$ cat config.mk
export PLATFORM = sky130hd
export DESIGN_NAME = card_feed_seq
export DESIGN_NICKNAME = d
export VERILOG_FILES = /design/src/rtl/cfs_pkg.sv /design/src/rtl/cfs_feed_timer.sv /design/src/rtl/cfs_order_latch.sv /design/src/rtl/cfs_stacker.sv /design/src/rtl/card_feed_seq.sv
export SDC_FILE = /design/constraint.sdc
export NUM_CORES = 1
export LEC_CHECK = 0
export BUFFER_PORTS_ARGS = -buffer_cell sky130_fd_sc_hd__buf_2
export CAP_MARGIN = 20
export CORE_UTILIZATION = 55
export CTS_CLUSTER_DIAMETER = 150
export CTS_CLUSTER_SIZE = 40
export DETAILED_ROUTE_END_ITERATION = 7
export PLACE_DENSITY_LB_ADDON = 0.15
export SLEW_MARGIN = 20
export SYNTH_ARGS = -nofsm -noshare
export SYNTH_HDL_FRONTEND = slang
export SYNTH_SLANG_ARGS = --single-unit
$ cat constraint.sdc
create_clock -name clk -period 2.55 [get_ports clk]
set_input_delay 0.51 -clock clk [delete_from_list [all_inputs] [get_ports clk]]
set_output_delay 0.51 -clock clk [all_outputs]
set_load 0.01 [all_outputs]
$ cat src/rtl/cfs_pkg.sv
package cfs_pkg;

   typedef enum logic [1:0] {
      ST_IDLE = 2'd0,
      ST_FEED = 2'd1,
      ST_READ = 2'd2,
      ST_HALT = 2'd3
   } feed_state_e;

   typedef struct packed {
      logic alt;
      logic soe;
      logic chain;
   } order_opt_t;

endpackage

$ cat src/rtl/cfs_feed_timer.sv
module cfs_feed_timer #(
   parameter int RETRY_MS   = 32,
   parameter int TIMEOUT_MS = 96,
   parameter int MAX_PICKS  = 3
) (
   input  logic clk,
   input  logic rst_n,
   input  logic start,
   input  logic active,
   input  logic ms_tick,
   output logic retry_hit,
   output logic timeout_hit
);
   localparam int EW = $clog2(TIMEOUT_MS + 1);
   localparam int RW = $clog2(RETRY_MS + 1);
   localparam int PW = $clog2(MAX_PICKS + 1);

   logic [EW-1:0] elapsed;
   logic [RW-1:0] gap;
   logic [PW-1:0] picks;
   logic          step_en;
   logic          gap_end;

   assign step_en     = active && ms_tick;
   assign gap_end     = (gap == RW'(RETRY_MS - 1));
   assign retry_hit   = step_en && gap_end && (picks < PW'(MAX_PICKS));
   assign timeout_hit = step_en && (elapsed == EW'(TIMEOUT_MS - 1));

   always_ff @(posedge clk or negedge rst_n) begin
      if (!rst_n) begin
         elapsed <= '0;
         gap     <= '0;
         picks   <= '0;
      end else if (start) begin
         elapsed <= '0;
         gap     <= '0;
         picks   <= PW'(1);
      end else if (step_en) begin
         if (elapsed != EW'(TIMEOUT_MS))
            elapsed <= elapsed + EW'(1);
         gap <= gap_end ? '0 : gap + RW'(1);
         if (retry_hit)
            picks <= picks + PW'(1);
      end
   end
endmodule

$ cat src/rtl/cfs_order_latch.sv
module cfs_order_latch
   import cfs_pkg::*;
(
   input  logic       clk,
   input  logic       rst_n,
   input  order_opt_t order_in,
   input  logic       order_vld,
   input  logic       busy,
   input  logic       take_idle,
   input  logic       take_next,
   input  logic       flush,
   output order_opt_t cur,
   output logic       next_avail
);
   order_opt_t nxt;
   logic       nxt_vld;

   assign next_avail = nxt_vld || order_vld;

   always_ff @(posedge clk or negedge rst_n) begin
      if (!rst_n) begin
         cur <= '0;
      end else if (take_idle) begin
         cur <= order_in;
      end else if (take_next) begin
         cur <= nxt_vld ? nxt : order_in;
      end
   end

   always_ff @(posedge clk or negedge rst_n) begin
      if (!rst_n) begin
         nxt     <= '0;
         nxt_vld <= 1'b0;
      end else if (take_next || flush) begin
         nxt_vld <= 1'b0;
      end else if (busy && order_vld && !nxt_vld) begin
         nxt     <= order_in;
         nxt_vld <= 1'b1;
      end
   end
endmodule

$ cat src/rtl/cfs_stacker.sv
module cfs_stacker #(
   parameter bit SOE_EN = 1'b1
) (
   input  logic clk,
   input  logic rst_n,
   input  logic start,
   input  logic busy,
   input  logic data_err,
   input  logic card_done,
   input  logic want_alt,
   input  logic want_soe,
   output logic stack_norm,
   output logic stack_alt
);
   logic err_seen;
   logic go_alt;

   generate
      if (SOE_EN) begin : g_soe
         assign go_alt = want_alt || (want_soe && (err_seen || data_err));
      end else begin : g_no_soe
         assign go_alt = want_alt;
      end
   endgenerate

   always_ff @(posedge clk or negedge rst_n) begin
      if (!rst_n) begin
         err_seen <= 1'b0;
      end else if (start) begin
         err_seen <= 1'b0;
      end else if (busy && data_err) begin
         err_seen <= 1'b1;
      end
   end

   always_ff @(posedge clk or negedge rst_n) begin
      if (!rst_n) begin
         stack_norm <= 1'b0;
         stack_alt  <= 1'b0;
      end else begin
         stack_norm <= card_done && !go_alt;
         stack_alt  <= card_done && go_alt;
      end
   end
endmodule

$ cat src/rtl/card_feed_seq.sv
module card_feed_seq
   import cfs_pkg::*;
#(
   parameter int RETRY_MS   = 32,
   parameter int TIMEOUT_MS = 96,
   parameter int MAX_PICKS  = 3,
   parameter bit SOE_EN     = 1'b1
) (
   input  logic clk,
   input  logic rst_n,
   input  logic order_vld,
   input  logic order_alt,
   input  logic order_soe,
   input  logic order_chain,
   input  logic auto_mode,
   input  logic ms_tick,
   input  logic card_at_station,
   input  logic end_of_card,
   input  logic jam,
   input  logic data_err,
   input  logic host_ack,
   input  logic op_reset,
   output logic pick_req,
   output logic motor_en,
   output logic feed_fault,
   output logic stack_norm,
   output logic stack_alt,
   output logic chan_end,
   output logic unusual_end,
   output logic new_order_req,
   output logic int_pending,
   output logic rdy,
   output logic busy,
   output logic not_oper
);

   generate
      if (RETRY_MS < 1) begin : g_bad_retry
         $error("card_feed_seq: RETRY_MS must be at least 1");
      end
      if (MAX_PICKS < 1) begin : g_bad_picks
         $error("card_feed_seq: MAX_PICKS must be at least 1");
      end
      if (TIMEOUT_MS <= (MAX_PICKS - 1) * RETRY_MS) begin : g_bad_timeout
         $error("card_feed_seq: TIMEOUT_MS must exceed the last pick time");
      end
   endgenerate

   feed_state_e state_q, state_d;
   order_opt_t  order_in;
   order_opt_t  cur;
   logic        next_avail;
   logic        in_feed, in_read, busy_s;
   logic        accept_idle, card_done, back2back, start, fault;
   logic        retry_hit, timeout_hit;
   logic        pick_q, chan_q, unus_q, newreq_q, pend_q, fault_q;

   assign order_in    = '{alt: order_alt, soe: order_soe, chain: order_chain};
   assign in_feed     = (state_q == ST_FEED);
   assign in_read     = (state_q == ST_READ);
   assign busy_s      = in_feed || in_read;

   assign accept_idle = (state_q == ST_IDLE) && order_vld && auto_mode && !pend_q;
   assign fault       = (in_feed && (timeout_hit || jam)) || (in_read && jam);
   assign card_done   = in_read && end_of_card && !jam;
   assign back2back   = card_done && next_avail && auto_mode;
   assign start       = accept_idle || back2back;

   cfs_feed_timer #(
      .RETRY_MS  (RETRY_MS),
      .TIMEOUT_MS(TIMEOUT_MS),
      .MAX_PICKS (MAX_PICKS)
   ) u_timer (
      .clk        (clk),
      .rst_n      (rst_n),
      .start      (start),
      .active     (in_feed),
      .ms_tick    (ms_tick),
      .retry_hit  (retry_hit),
      .timeout_hit(timeout_hit)
   );

   cfs_order_latch u_orders (
      .clk       (clk),
      .rst_n     (rst_n),
      .order_in  (order_in),
      .order_vld (order_vld),
      .busy      (busy_s),
      .take_idle (accept_idle),
      .take_next (back2back),
      .flush     (fault || card_done),
      .cur       (cur),
      .next_avail(next_avail)
   );

   cfs_stacker #(
      .SOE_EN(SOE_EN)
   ) u_stack (
      .clk       (clk),
      .rst_n     (rst_n),
      .start     (start),
      .busy      (busy_s),
      .data_err  (data_err),
      .card_done (card_done),
      .want_alt  (cur.alt),
      .want_soe  (cur.soe),
      .stack_norm(stack_norm),
      .stack_alt (stack_alt)
   );

   always_comb begin
      state_d = state_q;
      unique case (state_q)
         ST_IDLE: if (accept_idle) state_d = ST_FEED;
         ST_FEED: begin
            if (fault)                state_d = ST_HALT;
            else if (card_at_station) state_d = ST_READ;
         end
         ST_READ: begin
            if (fault)          state_d = ST_HALT;
            else if (card_done) state_d = back2back ? ST_FEED : ST_IDLE;
         end
         ST_HALT: if (op_reset) state_d = ST_IDLE;
         default: state_d = ST_IDLE;
      endcase
   end

   always_ff @(posedge clk or negedge rst_n) begin
      if (!rst_n) state_q <= ST_IDLE;
      else        state_q <= state_d;
   end

   always_ff @(posedge clk or negedge rst_n) begin
      if (!rst_n) begin
         pick_q   <= 1'b0;
         chan_q   <= 1'b0;
         unus_q   <= 1'b0;
         newreq_q <= 1'b0;
      end else begin
         pick_q   <= start ||
                     (in_feed && !fault && !card_at_station && retry_hit);
         chan_q   <= card_done;
         unus_q   <= fault;
         newreq_q <= card_done && !back2back && cur.chain;
      end
   end

   always_ff @(posedge clk or negedge rst_n) begin
      if (!rst_n) begin
         pend_q <= 1'b0;
      end else if (fault || (card_done && !back2back && !cur.chain)) begin
         pend_q <= 1'b1;
      end else if (host_ack || ((state_q == ST_HALT) && op_reset)) begin
         pend_q <= 1'b0;
      end
   end

   always_ff @(posedge clk or negedge rst_n) begin
      if (!rst_n) begin
         fault_q <= 1'b0;
      end else if (fault) begin
         fault_q <= 1'b1;
      end else if ((state_q == ST_HALT) && op_reset) begin
         fault_q <= 1'b0;
      end
   end

   assign pick_req      = pick_q;
   assign chan_end      = chan_q;
   assign unusual_end   = unus_q;
   assign new_order_req = newreq_q;
   assign int_pending   = pend_q;
   assign feed_fault    = fault_q;
   assign motor_en      = busy_s;
   assign busy          = busy_s;
   assign rdy           = (state_q == ST_IDLE);
   assign not_oper      = (state_q == ST_HALT);

endmodule

# [Word-level counts from Yosys, hierarchy flattened]
# Cells that the tools add are included.
# Widths: inputs -> output; s select.
[totals] register_bits=33 input_bits=14 output_inout_bits=12 elab_cells=122
[classes] n_addsub=3 n_lt_le_gt_ge=1 n_eq_ne=10 muxes=28 bitwise=1 reduce_logical=59
[ops] operator="$logic_and 1x1->1" n=26
[ops] operator="$mux 7" n=3
[ops] operator="$mux 2" n=9
[ops] operator="$mux 6" n=3
[ops] operator="$reduce_bool 2->1" n=8
[ops] operator="$logic_or 1x1->1" n=12
[ops] operator="$mux 1" n=9
[ops] operator="$mux 3" n=3
[ops] operator="$logic_not 1->1" n=8
[ops] operator="$pmux 2 s4" n=1
[ops] operator="$add 7x1->7 const B" n=1
[ops] operator="$eq 7x7->1 const B" n=1
[ops] operator="$ne 7x7->1 const B" n=1
[ops] operator="$add 6x1->6 const B" n=1
[ops] operator="$eq 6x5->1 const B" n=1
[ops] operator="$reduce_and 2->1" n=3
[ops] operator="$eq 2x2->1 const B" n=2
[ops] operator="$reduce_and 4->1" n=1
[ops] operator="$ne 3x1->1 const B" n=1
[ops] operator="$ne 3x2->1 const B" n=1
[ops] operator="$add 2x1->2 const B" n=1
[ops] operator="$eq 2x1->1 const B" n=1
[ops] operator="$logic_not 2->1" n=1
[ops] operator="$lt 2x2->1 const B" n=1
[ops] operator="3 further kinds" n=3

# [Depth between registers and ports, before layout]
# Gate-level depths: netlist of run 1.
[logic_depth] depth_word=11 ltp_mapped=8 mapped_depth_nobuf=6

# [Hierarchy]
# Synthesis of run 1 repeated with hierarchy kept, for this count alone.
[unflattened] cells_unflattened=173 area_unflattened_um2=1793.0
[by_module_without_submodules] mod="cfs_feed_timer" n_inst=1 cells_each=94 area_each_um2=900.9 seq_area_each_um2=375.4
[by_module_without_submodules] mod="card_feed_seq" n_inst=1 cells_each=47 area_each_um2=469.2 seq_area_each_um2=200.2
[by_module_without_submodules] mod="cfs_order_latch" n_inst=1 cells_each=23 area_each_um2=316.6 seq_area_each_um2=175.2
[by_module_without_submodules] mod="cfs_stacker" n_inst=1 cells_each=9 area_each_um2=106.4 seq_area_each_um2=75.1

# [Least setup slack after synthesis of run 1]
# Ideal clock, no wire load.
[synth_timing] kind="register -> register" startpoint="register state_q[1]" endpoint="register u_orders.nxt[0] (netlist bit)" setup_ns=0.125 arrival_time_ns=1.782 t_required_ns=2.425 path_slack_ns=0.643 path_stages_with_launch=9 path_cell_list="dfrtp_1 inv_1 ha_1 buf_6 and2_4 buf_6 a41o_1 a21oi_2 mux2_2"
[synth_via] elab_chain_len=10
[synth_lines] element="start, declared" line_no="card_feed_seq.sv:49" text="feed_state_e state_q, state_d;"
[synth_lines] element="start signal, assigned" line_no="card_feed_seq.sv:130" text="else state_q <= state_d;"
[synth_lines] element="$eq 2x1->1" line_no="card_feed_seq.sv:59" text="assign in_feed = (state_q == ST_FEED);"
[synth_lines] element="$logic_and 1x1->1" line_no="cfs_feed_timer.sv:24" text="assign step_en = active && ms_tick;"
[synth_lines] element="$logic_and 1x1->1" line_no="cfs_feed_timer.sv:27" text="assign timeout_hit = step_en && (elapsed == EW'(TIMEOUT_MS - 1));"
[synth_lines] element="$logic_or 1x1->1" line_no="card_feed_seq.sv:64" text="assign fault = (in_feed && (timeout_hit || jam)) || (in_read && jam);"
[synth_lines] element="$logic_and 1x1->1" line_no="card_feed_seq.sv:64"
[synth_lines] element="$logic_or 1x1->1" line_no="card_feed_seq.sv:64"
[synth_lines] element="$logic_or 1x1->1" line_no="card_feed_seq.sv:91" text=".flush (fault || card_done),"
[synth_lines] element="$logic_or 1x1->1" line_no="cfs_order_latch.sv:34" text="end else if (take_next || flush) begin"
[synth_lines] element="$not 1->1 (no source line)"
[synth_lines] element="$reduce_and 2->1 (no source line) (*)"
[synth_lines] element="end signal, assigned" line_no="cfs_order_latch.sv:37" text="nxt <= order_in;"
[synth_lines] element="end, declared" line_no="cfs_order_latch.sv:15" text="order_opt_t nxt;"
# Every way passes the cells marked *; elsewhere a longest branch is shown, timed or not.
# A chain may end at the register's enable or synchronous reset.

# [Worst setup path in the final report of run 1]
[layout_timing] startpoint="register state_q[1]" endpoint="register state_q[0]"
[layout_via] elab_chain_len=9
[layout_lines] element="$eq 2x2->1" line_no="card_feed_seq.sv:60, card_feed_seq.sv:113"
[layout_lines] element="$logic_and 1x1->1 (2 in a row)" line_no="card_feed_seq.sv:65" text="assign card_done = in_read && end_of_card && !jam;"
[layout_lines] element="$logic_and 1x1->1 (2 in a row)" line_no="card_feed_seq.sv:66" text="assign back2back = card_done && next_avail && auto_mode;"
[layout_lines] element="$mux 1" line_no="card_feed_seq.sv:121" text="else if (card_done) state_d = back2back ? ST_FEED : ST_IDLE;"
[layout_lines] element="$mux 2" line_no="card_feed_seq.sv:121"
[layout_lines] element="$mux 2" line_no="card_feed_seq.sv:120" text="if (fault) state_d = ST_HALT;"
[layout_lines] element="$pmux 2 s4" line_no="card_feed_seq.sv:113" text="unique case (state_q)"
# Several ways; a longest one is shown, not always the timed one. The select of a mux whose other input is x is not followed.

==> flow_summary.yaml, run 1 <==
run_status:
  status: "completed"
synth:
  synth_edf_count: 0
  syn_nets: 192
  yosys_warnings: 0
  synthArstFlopShare_pct: 100.0
  ys_seq_elements: 33
  ys.flop_type: "dfrtp_1"
  yosysSeqAreaShare_pct: 46.84
  avgSynthCellArea_um2: 10.43
  synthesis.area_um2: 1763
  synth_cells: 169
  ys_types: 46
floorplanning:
  core-area_um2: 3053
  chipWidth_um: 58.62
  die_area_um2: 3436
  die_h_um: 58.62
  pin_count: 26
  rows: 20
  initial_core_util_pct: 57.75
final_layout:
  drive_gt1_share_pct: 27.18
  syn_to_final_growth_pct: 11.14
  n_antenna_cell: 0
  fill_cells: 272
  final_util_pct: 64.18
  nets: 217
  ff_latch_area_um2: 825.8
  multi_input_area_um2: 849.6
drt:
  routed-wl-met3_um: 192
  drt_iter0_drc: 48
  wl_um: 3597
  viasPerCell: 5.682
  ant_nets: 0
  drtPass1Iterations: 4
  routedWlPerCell_um: 15.05
  vias: 1358
  drt-met1-wl_um: 1568
  top_layer: "met4"
  routed-wl-met2_um: 1761
  drc: 0
clock_network:
  cts.sinks: 33
  post_cts_resized: 0
  clkTransAtPathRegs_ns: 0.11
  postCtsSetupBuffers: 0
  cts_tree: "built"
  cts.path.max_buffers: 2
  ctsHoldBuffers: 0
  htreeDepth: 2
  cts_made_buffers: 5
  clk_latency_ns: 0.34
  root_buffer: "clkbuf_4"
timing:
  hold_viol: 0
  hold-worst-slack_ns: 0.2125
  rsz0062_at_grt: "no"
  setup_viol: 0
  finalCritPeriodShare_pct: 84.42
  slew-limit-headroom_pct: 51.40
  fin_setup_tns_ns: 0
  tightest_slew_ns: 0.7291
  final_max_slew_viol_count: 0
  fmaxAchievable_mhz: 464.5
  min_period_ns: 2.153
  fin_skew_ns: 0.01149
worst_setup_path:
  worstPathCellList: "inv_1 -> ha_1 -> and2_4 -> a41oi_2 -> a211oi_2 -> mux2_2"
  end_kind: "flop"
  cp.arrival_ns: 2.39
  slowest_delay_ns: 0.43
  worstPathRequired_ns: 2.79
  slowest_stage: "dfrtp_1"
  critPathKind: "reg2reg"
  path_buf_inv: 1
  crit_family: "compound AO/OA/AOI/OAI gates"
  path_max_fanout: 8
  start_kind: "flop"
pwr:
  p_clk_share_pct: 17.5
  pwr-share-seq_pct: 41.7
  leakagePower_nw: 0.9249
  total_power_mw: 1.956
  p_int_mw: 1.203
  p_sw_mw: 0.7533
  ir_worst_vdd_uv: 622.6
  swShare_pct: 38.51
  comb_power_share_pct: 40.8
  cellPowerDensity_nw_per_um2: 998.2
flow_run:
  maxCapViolCount: 0
place:
  portBuffers: 25
  dp_hpwl_um: 2555
  routabilityCongestion: 0.7892
global_routing:
  grt_pass1_vias: 1352
  grtUsageTotal_pct: 24.15
  grt_max_degree: 34
  overflow: 0
  antenna_found_initial: 0
  grt_pass1_wl_um: 6106
worst_hold_path:
  hold_path_class: "in2async"
## cell usage after synthesis, types with 2 or more instances
cell type,n,area [µm²]
clkbuf_1,2,7.510
nand2_1,16,60.06
nand4_1,3,18.77
nor2b_1,2,12.51
nand3b_1,2,15.01
xor2_1,2,17.52
nand3_1,3,15.01
inv_1,8,30.03
mux2_2,10,112.6
ha_1,9,112.6
xnor2_1,6,52.55
dfrtp_1,33,825.8
mux2i_1,2,20.02
o21a_1,2,15.01
nor2_1,17,63.81
a41o_1,2,20.02
nor3_1,3,15.01
nand2b_1,2,12.51
a21oi_1,10,50.05
o21ai_0,7,35.03
buf_6,3,33.78
## area by class of cell
type | count | share of cell area, %
multi-input cells | 120 | 43.36
flip-flops and latches | 33 | 42.15
repair buffers | 25 | 6.386
clock buffers | 7 | 3.321
well taps | 44 | 2.810
inverters | 9 | 1.724
clock inverters | 1 | 0.2554
## registers in the layout, indices dropped and copies added, names as in the netlist
| name | count |
|---|---|
| u_orders.nxt | 3 |
| pick_req | 1 |
| u_stack.err_seen | 1 |
| u_stack.stack_alt | 1 |
| feed_fault | 1 |
| chan_end | 1 |
| u_orders.nxt_vld | 1 |
| new_order_req | 1 |
| unusual_end | 1 |
| u_timer.picks | 2 |
| int_pending | 1 |
| u_timer.elapsed | 7 |
| u_orders.cur | 3 |
| u_timer.gap | 6 |
| state_q | 2 |
| u_stack.stack_norm | 1 |
## power by group through the flow
| stage | sequential [mW] | clock, mW | combinational [mW] |
|---|---|---|---|
| 2_1_floorplan | 0.798 | 0 | 0.627 |
| 3_3_place_gp | 0.807 | 0 | 0.765 |
| 3_5_place_dp | 0.819 | 0 | 0.796 |
| 4_1_cts | 0.811 | 0.355 | 0.802 |
| 5_1_grt | 0.833 | 0.377 | 0.895 |
| 6_report | 0.815 | 0.343 | 0.799 |
## routing by layer
metal,vias to the layer above,track usage (%)
met3,8,7.692
met5,-,0
met4,0,10.20
met1,664,28.49
met2,49,40.72
li1,637,-
## placed cells by master, fill, tap and decap left out, types with 2 or more instances in the layout
cell type | netlist | final
mux2_2 | 10 | 10
ha_1 | 9 | 9
nor2_1 | 17 | 17
nor2b_1 | 2 | 2
nand4_1 | 3 | 3
dfrtp_1 | 33 | 33
clkbuf_8 | 0 | 2
buf_2 | 1 | 25
xnor2_1 | 6 | 6
xor2_1 | 2 | 2
o21ai_0 | 7 | 7
a41o_1 | 2 | 2
nand2_1 | 16 | 16
nand2b_1 | 2 | 2
a21oi_1 | 10 | 10
mux2i_1 | 2 | 2
o21a_1 | 2 | 2
nand3b_1 | 2 | 2
inv_1 | 8 | 8
nor3_1 | 3 | 3
clkbuf_4 | 0 | 5
nand3_1 | 3 | 3
## path summary, 6_finish.rpt
| kind | startpoint | endpoint | slack, ns | cells after the start |
|---|---|---|---|---|
| worst max-delay path | state_q[1]$_DFFE_PN0P_ | state_q[0]$_DFFE_PN0P_ | 0.40 | 6 |
| worst min-delay path | rst_n | u_timer.gap[0]$_DFFE_PN0P_ | 0.21 | 1 |
| worst max register to register | state_q[1]$_DFFE_PN0P_ | state_q[0]$_DFFE_PN0P_ | 0.40 | 6 |
| worst min register to register | u_orders.cur[2]$_DFFE_PN0N_ | u_stack.stack_norm$_DFF_PN0_ | 0.48 | 1 |
| max in group asynchronous | rst_n | u_orders.nxt[2]$_DFFE_PN0P_ | 1.86 | 1 |
| min in group clk | order_soe | u_orders.nxt[1]$_DFFE_PN0P_ | 0.42 | 2 |
## worst register-to-register path, cell delays in order, from the launching register on
cell and delay [ns]:
dfrtp_1 0.43, inv_1 0.15, ha_1 0.40, and2_4 0.25
a41oi_2 0.19, a211oi_2 0.26, mux2_2 0.37
## cells by family (layout without fill, tap and decap cells)
family | after synthesis | after routing | share of synthesized area [%]
AOI/OAI and AO/OA | 32 | 32 | 12.56
xor gates and xnor gates | 8 | 8 | 3.975
adders and majority gates | 9 | 9 | 6.388
buffers and inverters | 16 | 42 | 4.968
DFF | 33 | 33 | 46.84
muxes | 12 | 12 | 7.523
and+or+nand+nor | 59 | 59 | 17.74
## through the flow
stage | std cells | setup slack (ns) | area (µm²)
floorplan | 169 | 0.6429 | 1763
global placement | 231 | 0.5483 | 1889
detailed placement | 231 | 0.4591 | 1889
CTS | 239 | 0.4339 | 1959
global route | 239 | 0.2639 | 1959
finish | 239 | 0.3972 | 1959
Power figures use the tool's default switching activity.
==> inputs of run 2 (changes only) <==
- CORE_UTILIZATION: 55 -> 51
- clock period: 2.55 -> 1.9 ns (I/O delays scaled with it)
==> run 2 against run 1 <==
  * Clock power is 11% higher
  * Highest routed layer unchanged
  * Hold slack got worse by 0.13 ns
  * Non-clock buffer count rose by 11
==> flow_summary.yaml, run 2 (synthesis results as in run 1) <==
final_layout:
  syn_to_final_growth_pct: 16.89
  multi_input_area_um2: 873.3
  n_antenna_cell: 0
  final_cells: 250
  max_flop_register: "u_timer.elapsed"
  largest_reg_flops: 7
  nets: 228
  final_common_cell: "dfrtp_1"
  mostFrequentLayoutCells: "32 x dfrtp_1, 25 x buf_2, 17 x nor2_1, 16 x nand2_1"
  fill_cells: 274
  drive_gt1_share_pct: 34.47
  ff_latch_area_um2: 827.0
  top_regs: "u_timer.elapsed x7, u_timer.gap x6"
run_status:
  status: "completed"
pwr:
  cellPowerDensity_nw_per_um2: 1321
  pwr-share-seq_pct: 40.0
  comb_power_share_pct: 46.0
  p_int_mw: 1.677
  p_sw_mw: 1.046
  swShare_pct: 38.42
  ir_worst_vdd_uv: 960.6
  leakagePower_nw: 0.9654
  p_clk_share_pct: 14.0
clock_network:
  clkTransAtPathRegs_ns: 0.11
  cts_tree: "built"
  cts_made_buffers: 5
  cts.sinks: 33
  root_buffer: "clkbuf_4"
  ctsHoldBuffers: 0
  cts.path.max_buffers: 2
  htreeDepth: 2
  clk_latency_ns: 0.34
global_routing:
  grt_pass1_vias: 1297
  grt_max_degree: 34
  grtUsageTotal_pct: 22.51
  grt_pass1_wl_um: 6003
  overflow: 0
  antenna_found_initial: 0
drt:
  vias: 1358
  wl_um: 3534
  viasPerCell: 5.432
  drc: 0
  ant_nets: 0
  drtPass1Iterations: 4
  routedWlPerCell_um: 14.14
  drt_iter0_drc: 45
worst_setup_path:
  start_kind: "flop"
  regToRegSetupSlack_ns: 0.05
  r2r-end: "state_q[0]$_DFFE_PN0P_"
  r2r_cells: 5
  end_kind: "flop"
  path_max_fanout: 3
  worstPathRequired_ns: 2.12
  critPathKind: "reg2reg"
  cp.arrival_ns: 2.07
  reg2reg_from: "u_timer.elapsed[1]$_DFFE_PN0P_"
place:
  routabilityCongestion: 0.7933
  portBuffers: 25
  dp_cells: 237
  dp_hpwl_um: 2524
floorplanning:
  die_area_um2: 3696
  chipWidth_um: 60.80
  rows: 20
  pin_count: 26
  core-area_um2: 3153
  die_h_um: 60.80
  initial_core_util_pct: 55.91
timing:
  fmaxAchievable_mhz: 539.4
  final_max_slew_viol_count: 0
  hold_viol: 0
  setup_viol: 0
  min_period_ns: 1.854
  hold-worst-slack_ns: 0.08157
  slew-limit-headroom_pct: 51.65
  tightest_slew_ns: 0.7253
  fin_skew_ns: 0.01554
  finalCritPeriodShare_pct: 97.57
  fin_setup_tns_ns: 0
flow_run:
  maxCapViolCount: 0
worst_hold_path:
  hold_path_class: "in2async"
run 2: cell types whose count changed in the layout (fill, tap and decap cells not counted), sizes merged:
cell,previous run,this run
buf,25,36
clkbuf,7,6
clkinv,1,2
run 2: worst max-delay path by stage:
stage	start	endpoint	slack, ns	cells past startpoint
floorplan	state_q[1]$_DFFE_PN0P_	u_orders.nxt[0]$_DFFE_PN0P_	0.007	8
global placement	state_q[1]$_DFFE_PN0P_	state_q[0]$_DFFE_PN0P_	0.07	6
detailed placement	state_q[1]$_DFFE_PN0P_	state_q[0]$_DFFE_PN0P_	-0.03	6
CTS	state_q[1]$_DFFE_PN0P_	state_q[0]$_DFFE_PN0P_	0.002	6
global route	u_timer.elapsed[1]$_DFFE_PN0P_	state_q[1]$_DFFE_PN0P_	-0.03	6
finish	u_timer.elapsed[1]$_DFFE_PN0P_	state_q[0]$_DFFE_PN0P_	0.05	5
run 2: what timing repair did:
action | in CTS | in global routing
buffers inserted | 0 | 5
setup endpoints to repair | 4 | 7
pin swaps | 0 | 5
gates resized for setup | 2 | 8
run 2: power by group through the flow:
stage	Sequential, mW	Combinational (mW)	Clock (mW)
after global placement	1.08	1.11	0
after global routing	1.11	1.40	0.424
after CTS	1.08	1.18	0.402
after floorplan	1.07	0.841	0
after detailed placement	1.09	1.16	0
final	1.09	1.25	0.381
run 2: per-layer routing:
layer | GRT usage, % | wire length [µm] | part of all wire (%) | up-vias
li1 | - | - | - | 663
met1 | 28.36 | 1624 | 46 | 652
met2 | 35.95 | 1710 | 48 | 37
met3 | 6.610 | 152 | 4.3 | 6
met4 | 10.06 | 46 | 1.3 | 0
met5 | 0 | 0 | 0 | -
run 2: stage by stage:
step                setup slack, ns  area, µm²  power [mW]  utilization, %
floorplan                  0.006743       1763       1.913               -
global placement            0.07219       1947       2.191           61.75
detailed placement         -0.02921       1947       2.255           61.75
CTS                        0.002388       2001       2.658           63.45
global route               -0.02834       2061       2.939           65.36
finish                      0.04621       2061       2.723           65.36
run 2: layout make-up:
class                      instances  area share (%)
sequential                        33           40.13
timing repair buffer              36           10.69
clock inverter                     2          0.4857
tap                               44           2.672
multi-input combinational        120           42.38
inverter                           9           1.639
clock buffer                       6           2.004
run 2: critical path, cell delays in order, from the launching register on:
cell and delay, ns:
dfrtp_1 0.41, ha_2 0.20, and4b_1 0.27, a41oi_2 0.17, a211oi_2 0.31, mux2_2 0.37
==> inputs of run 3 (changes only) <==
- PLACE_DENSITY: default -> 0.83
- PLACE_DENSITY_LB_ADDON: 0.15 -> default
- SYNTH_HIERARCHICAL: default -> 1
==> run 3 against run 2 <==
  * The flow now finishes with violations (negative setup slack)
  * Wire length is 39% higher
  * Sequential power hardly changed
  * Critical path depth is 5 higher
  * Die area is 1.6% higher
  * Clock-buffer cell count is 1 higher
  * Clock power is 20% higher
  * Via count is 25% higher
  * Hold slack worse by 0.0051 ns
  * Cell count is 17% higher
  * Design area is 23% higher
  * Fmax is 8.4% lower
  * Flip-flop and latch count stayed put
==> flow_summary.yaml, run 3 <==
run_status:
  violations: "negative setup slack"
  status: "finished with violations"
worst_setup_path:
  path_depth: 10
  regToRegSetupSlack_ns: -0.12
  worstPathCellList: "buf_6 -> ha_4 -> nand3_4 -> nor4_4 -> nor2_1 -> nor2_2 -> or2_4 -> nor4_4 -> buf_4 -> mux2_4"
  path_buf_inv: 2
  critPathKind: "reg2reg"
  start_kind: "flop"
  slowest_delay_ns: 0.42
  path_max_fanout: 4
  slowest_stage: "dfrtp_1"
  cp_common_cell: "nor4_4"
  cp.arrival_ns: 2.26
  worstPathRequired_ns: 2.14
  crit_family: "simple AND/OR/NAND/NOR gates"
  end_kind: "flop"
  r2r_cells: 10
drt:
  ant_nets: 0
  drc: 0
  routedWlPerCell_um: 16.76
  wl_um: 4911
  drt_iter0_drc: 83
  drtPass1Iterations: 4
  vias: 1691
  viasPerCell: 5.771
final_layout:
  syn_to_final_growth_pct: 40.82
  top_regs: "u_timer/elapsed x7, u_timer/gap x6"
  ff_latch_area_um2: 827.0
  fill_cells: 238
  final_common_cell: "buf_4"
  drive_gt1_share_pct: 46.96
  max_flop_register: "u_timer/elapsed"
  n_antenna_cell: 0
  largest_reg_flops: 7
  mostFrequentLayoutCells: "43 x buf_4, 32 x dfrtp_1, 25 x buf_2, 16 x nand2_1"
  nets: 269
  multi_input_area_um2: 1037
  final_util_pct: 75.07
global_routing:
  grt_pass1_vias: 1687
  grt_pass1_wl_um: 7514
  grt_max_degree: 34
  grtUsageTotal_pct: 28.27
  overflow: 0
  antenna_found_initial: 0
timing:
  tightest_slew_ns: 0.7277
  hold_viol: 0
  rsz0062_at_grt: "yes"
  setup_viol: 6
  fmaxAchievable_mhz: 494.4
  finalCritPeriodShare_pct: 106.5
  fin_setup_tns_ns: -0.5342
  final_max_slew_viol_count: 0
  slew-limit-headroom_pct: 51.48
  min_period_ns: 2.023
  timing.final.ws_setup_ns: -0.1228
  fin_skew_ns: 0.007237
clock_network:
  cts.path.max_buffers: 2
  clkTransAtPathRegs_ns: 0.10
  cts_tree: "built"
  clk_latency_ns: 0.34
  root_buffer: "clkbuf_4"
  cts.sinks: 33
  htreeDepth: 2
  cts_made_buffers: 5
worst_hold_path:
  hold_path_class: "in2async"
pwr:
  cellPowerDensity_nw_per_um2: 1342
  leakagePower_nw: 1.177
  swShare_pct: 37.98
  ir_worst_vdd_uv: 914.7
  p_clk_share_pct: 13.5
  p_sw_mw: 1.287
  pwr-share-seq_pct: 31.9
  comb_power_share_pct: 54.5
  p_int_mw: 2.101
synth:
  synthMostInstantiatedCell: "dfrtp_1"
  avgSynthCellArea_um2: 10.36
  synth_cells: 173
  ys.flop_type: "dfrtp_1"
  synth_largest_area_cell: "dfrtp_1"
  syn_nets: 196
  ys_seq_elements: 33
  yosys_warnings: 6
  synth_edf_count: 0
  synthesis.area_um2: 1793
  ys_top_cells_by_count: "33 x dfrtp_1, 17 x nand2_1, 13 x inv_1"
  synthArstFlopShare_pct: 100.0
  yosys-top-cells-area: "dfrtp_1 46%, ha_1 6.3%, nand2_1 3.6%"
  yosysSeqAreaShare_pct: 46.06
  ys_types: 51
  yosysTopAreaCellShare_pct: 46.06
place:
  portBuffers: 25
  dp_slack_ns: -0.1507
  dp_hpwl_um: 3332
  routabilityCongestion: 0.8235
flow_run:
  maxCapViolCount: 0
floorplanning:
  die_area_um2: 3756
  initial_core_util_pct: 53.31
  die_h_um: 61.29
  rows: 21
  core-area_um2: 3363
  pin_count: 26
  chipWidth_um: 61.29
==> run 3: cell types whose count changed after synthesis, moves of 3 or more <==
cell	delta
or3_1	+3
nor2_1	-12
inv_1	+5
mux2_2	-7
o22a_2	+3
nand3_1	+4
xnor2_1	-6
o22a_1	+3
buf_6	-3
nor4_1	+4
==> run 3: what timing repair did <==
item | CTS | global route
gates cloned | 0 | 0
setup buffers | 10 | 7
hold buffers | 0 | 0
pin swaps | 10 | 7
resized for setup | 10 | 8
endpoints found under the setup margin | 12 | 13
==> run 3: worst reg2reg max path, delay by kind of cell, from the launching register on <==
| kind | cells | cell delay [ns] |
|---|---|---|
| multiplexers | 1 | 0.29 |
| buffers and inverters | 2 | 0.31 |
| flip-flops | 1 | 0.42 |
| AND/OR/NAND/NOR | 6 | 0.73 |
| adder cells (fa/ha/maj) | 1 | 0.17 |
==> run 3: routing by layer <==
layer / global-route usage [%] / part of all wire (%)
met5: 0 / 0
met1: 31.28 / 39
met4: 11.69 / 3.0
met3: 6.933 / 4.8
met2: 51.55 / 53
==> run 3: final timing paths <==
path                                   startpoint                              to
setup reg to reg           state_q[0]$_DFFE_PN0P_     u_orders/nxt[1]$_DFFE_PN0P_
hold / removal                              rst_n  u_timer/elapsed[1]$_DFFE_PN0P_
setup / recovery           state_q[0]$_DFFE_PN0P_     u_orders/nxt[1]$_DFFE_PN0P_
max in group asynchronous                   rst_n          state_q[1]$_DFFE_PN0P_
hold reg to reg            feed_fault$_DFFE_PN0P_          feed_fault$_DFFE_PN0P_
min in group clk                        order_soe     u_orders/cur[1]$_DFFE_PN0P_
==> run 3: final cells by class <==
type / count / share of cell area (%)
multi-input cells: 122 / 41.08
flip-flops and latches: 33 / 32.76
repair buffers: 71 / 19.08
clock buffers: 7 / 2.577
well taps: 46 / 2.279
inverters: 13 / 2.032
clock inverters: 1 / 0.1982
==> run 3: through the flow <==
stage | instance area (µm²) | cells | hold slack [ns] | total power, mW
floorplan | 1883 | 173 | 0.08441 | 2.023
global placement | 2243 | 268 | 0.4554 | 2.484
detailed placement | 2243 | 268 | 0.4628 | 2.583
CTS | 2439 | 286 | 0.09946 | 3.205
global route | 2525 | 293 | 0.1340 | 3.590
finish | 2525 | 293 | 0.07651 | 3.388
==> run 3: power groups by stage <==
| stage | clock [mW] | sequential, mW | combinational, mW |
|---|---|---|---|
| after floorplan | 0 | 1.12 | 0.906 |
| after global placement | 0 | 1.08 | 1.41 |
| after detailed placement | 0 | 1.09 | 1.49 |
| after CTS | 0.465 | 1.08 | 1.66 |
| after global routing | 0.499 | 1.10 | 1.99 |
| final | 0.459 | 1.08 | 1.85 |
==> run 3: cell families (layout without fill, tap and decap cells) <==
logic type / count (synthesis) / in the layout / share of synthesized area, %
and+or+nand+nor: 65 / 65 / 23.24
AOI/OAI and AO/OA: 39 / 39 / 15.14
DFF: 33 / 33 / 46.06
buffers and inverters: 18 / 92 / 4.187
adders and majority gates: 9 / 9 / 6.281
muxes: 7 / 7 / 4.117
xor gates and xnor gates: 2 / 2 / 0.9771
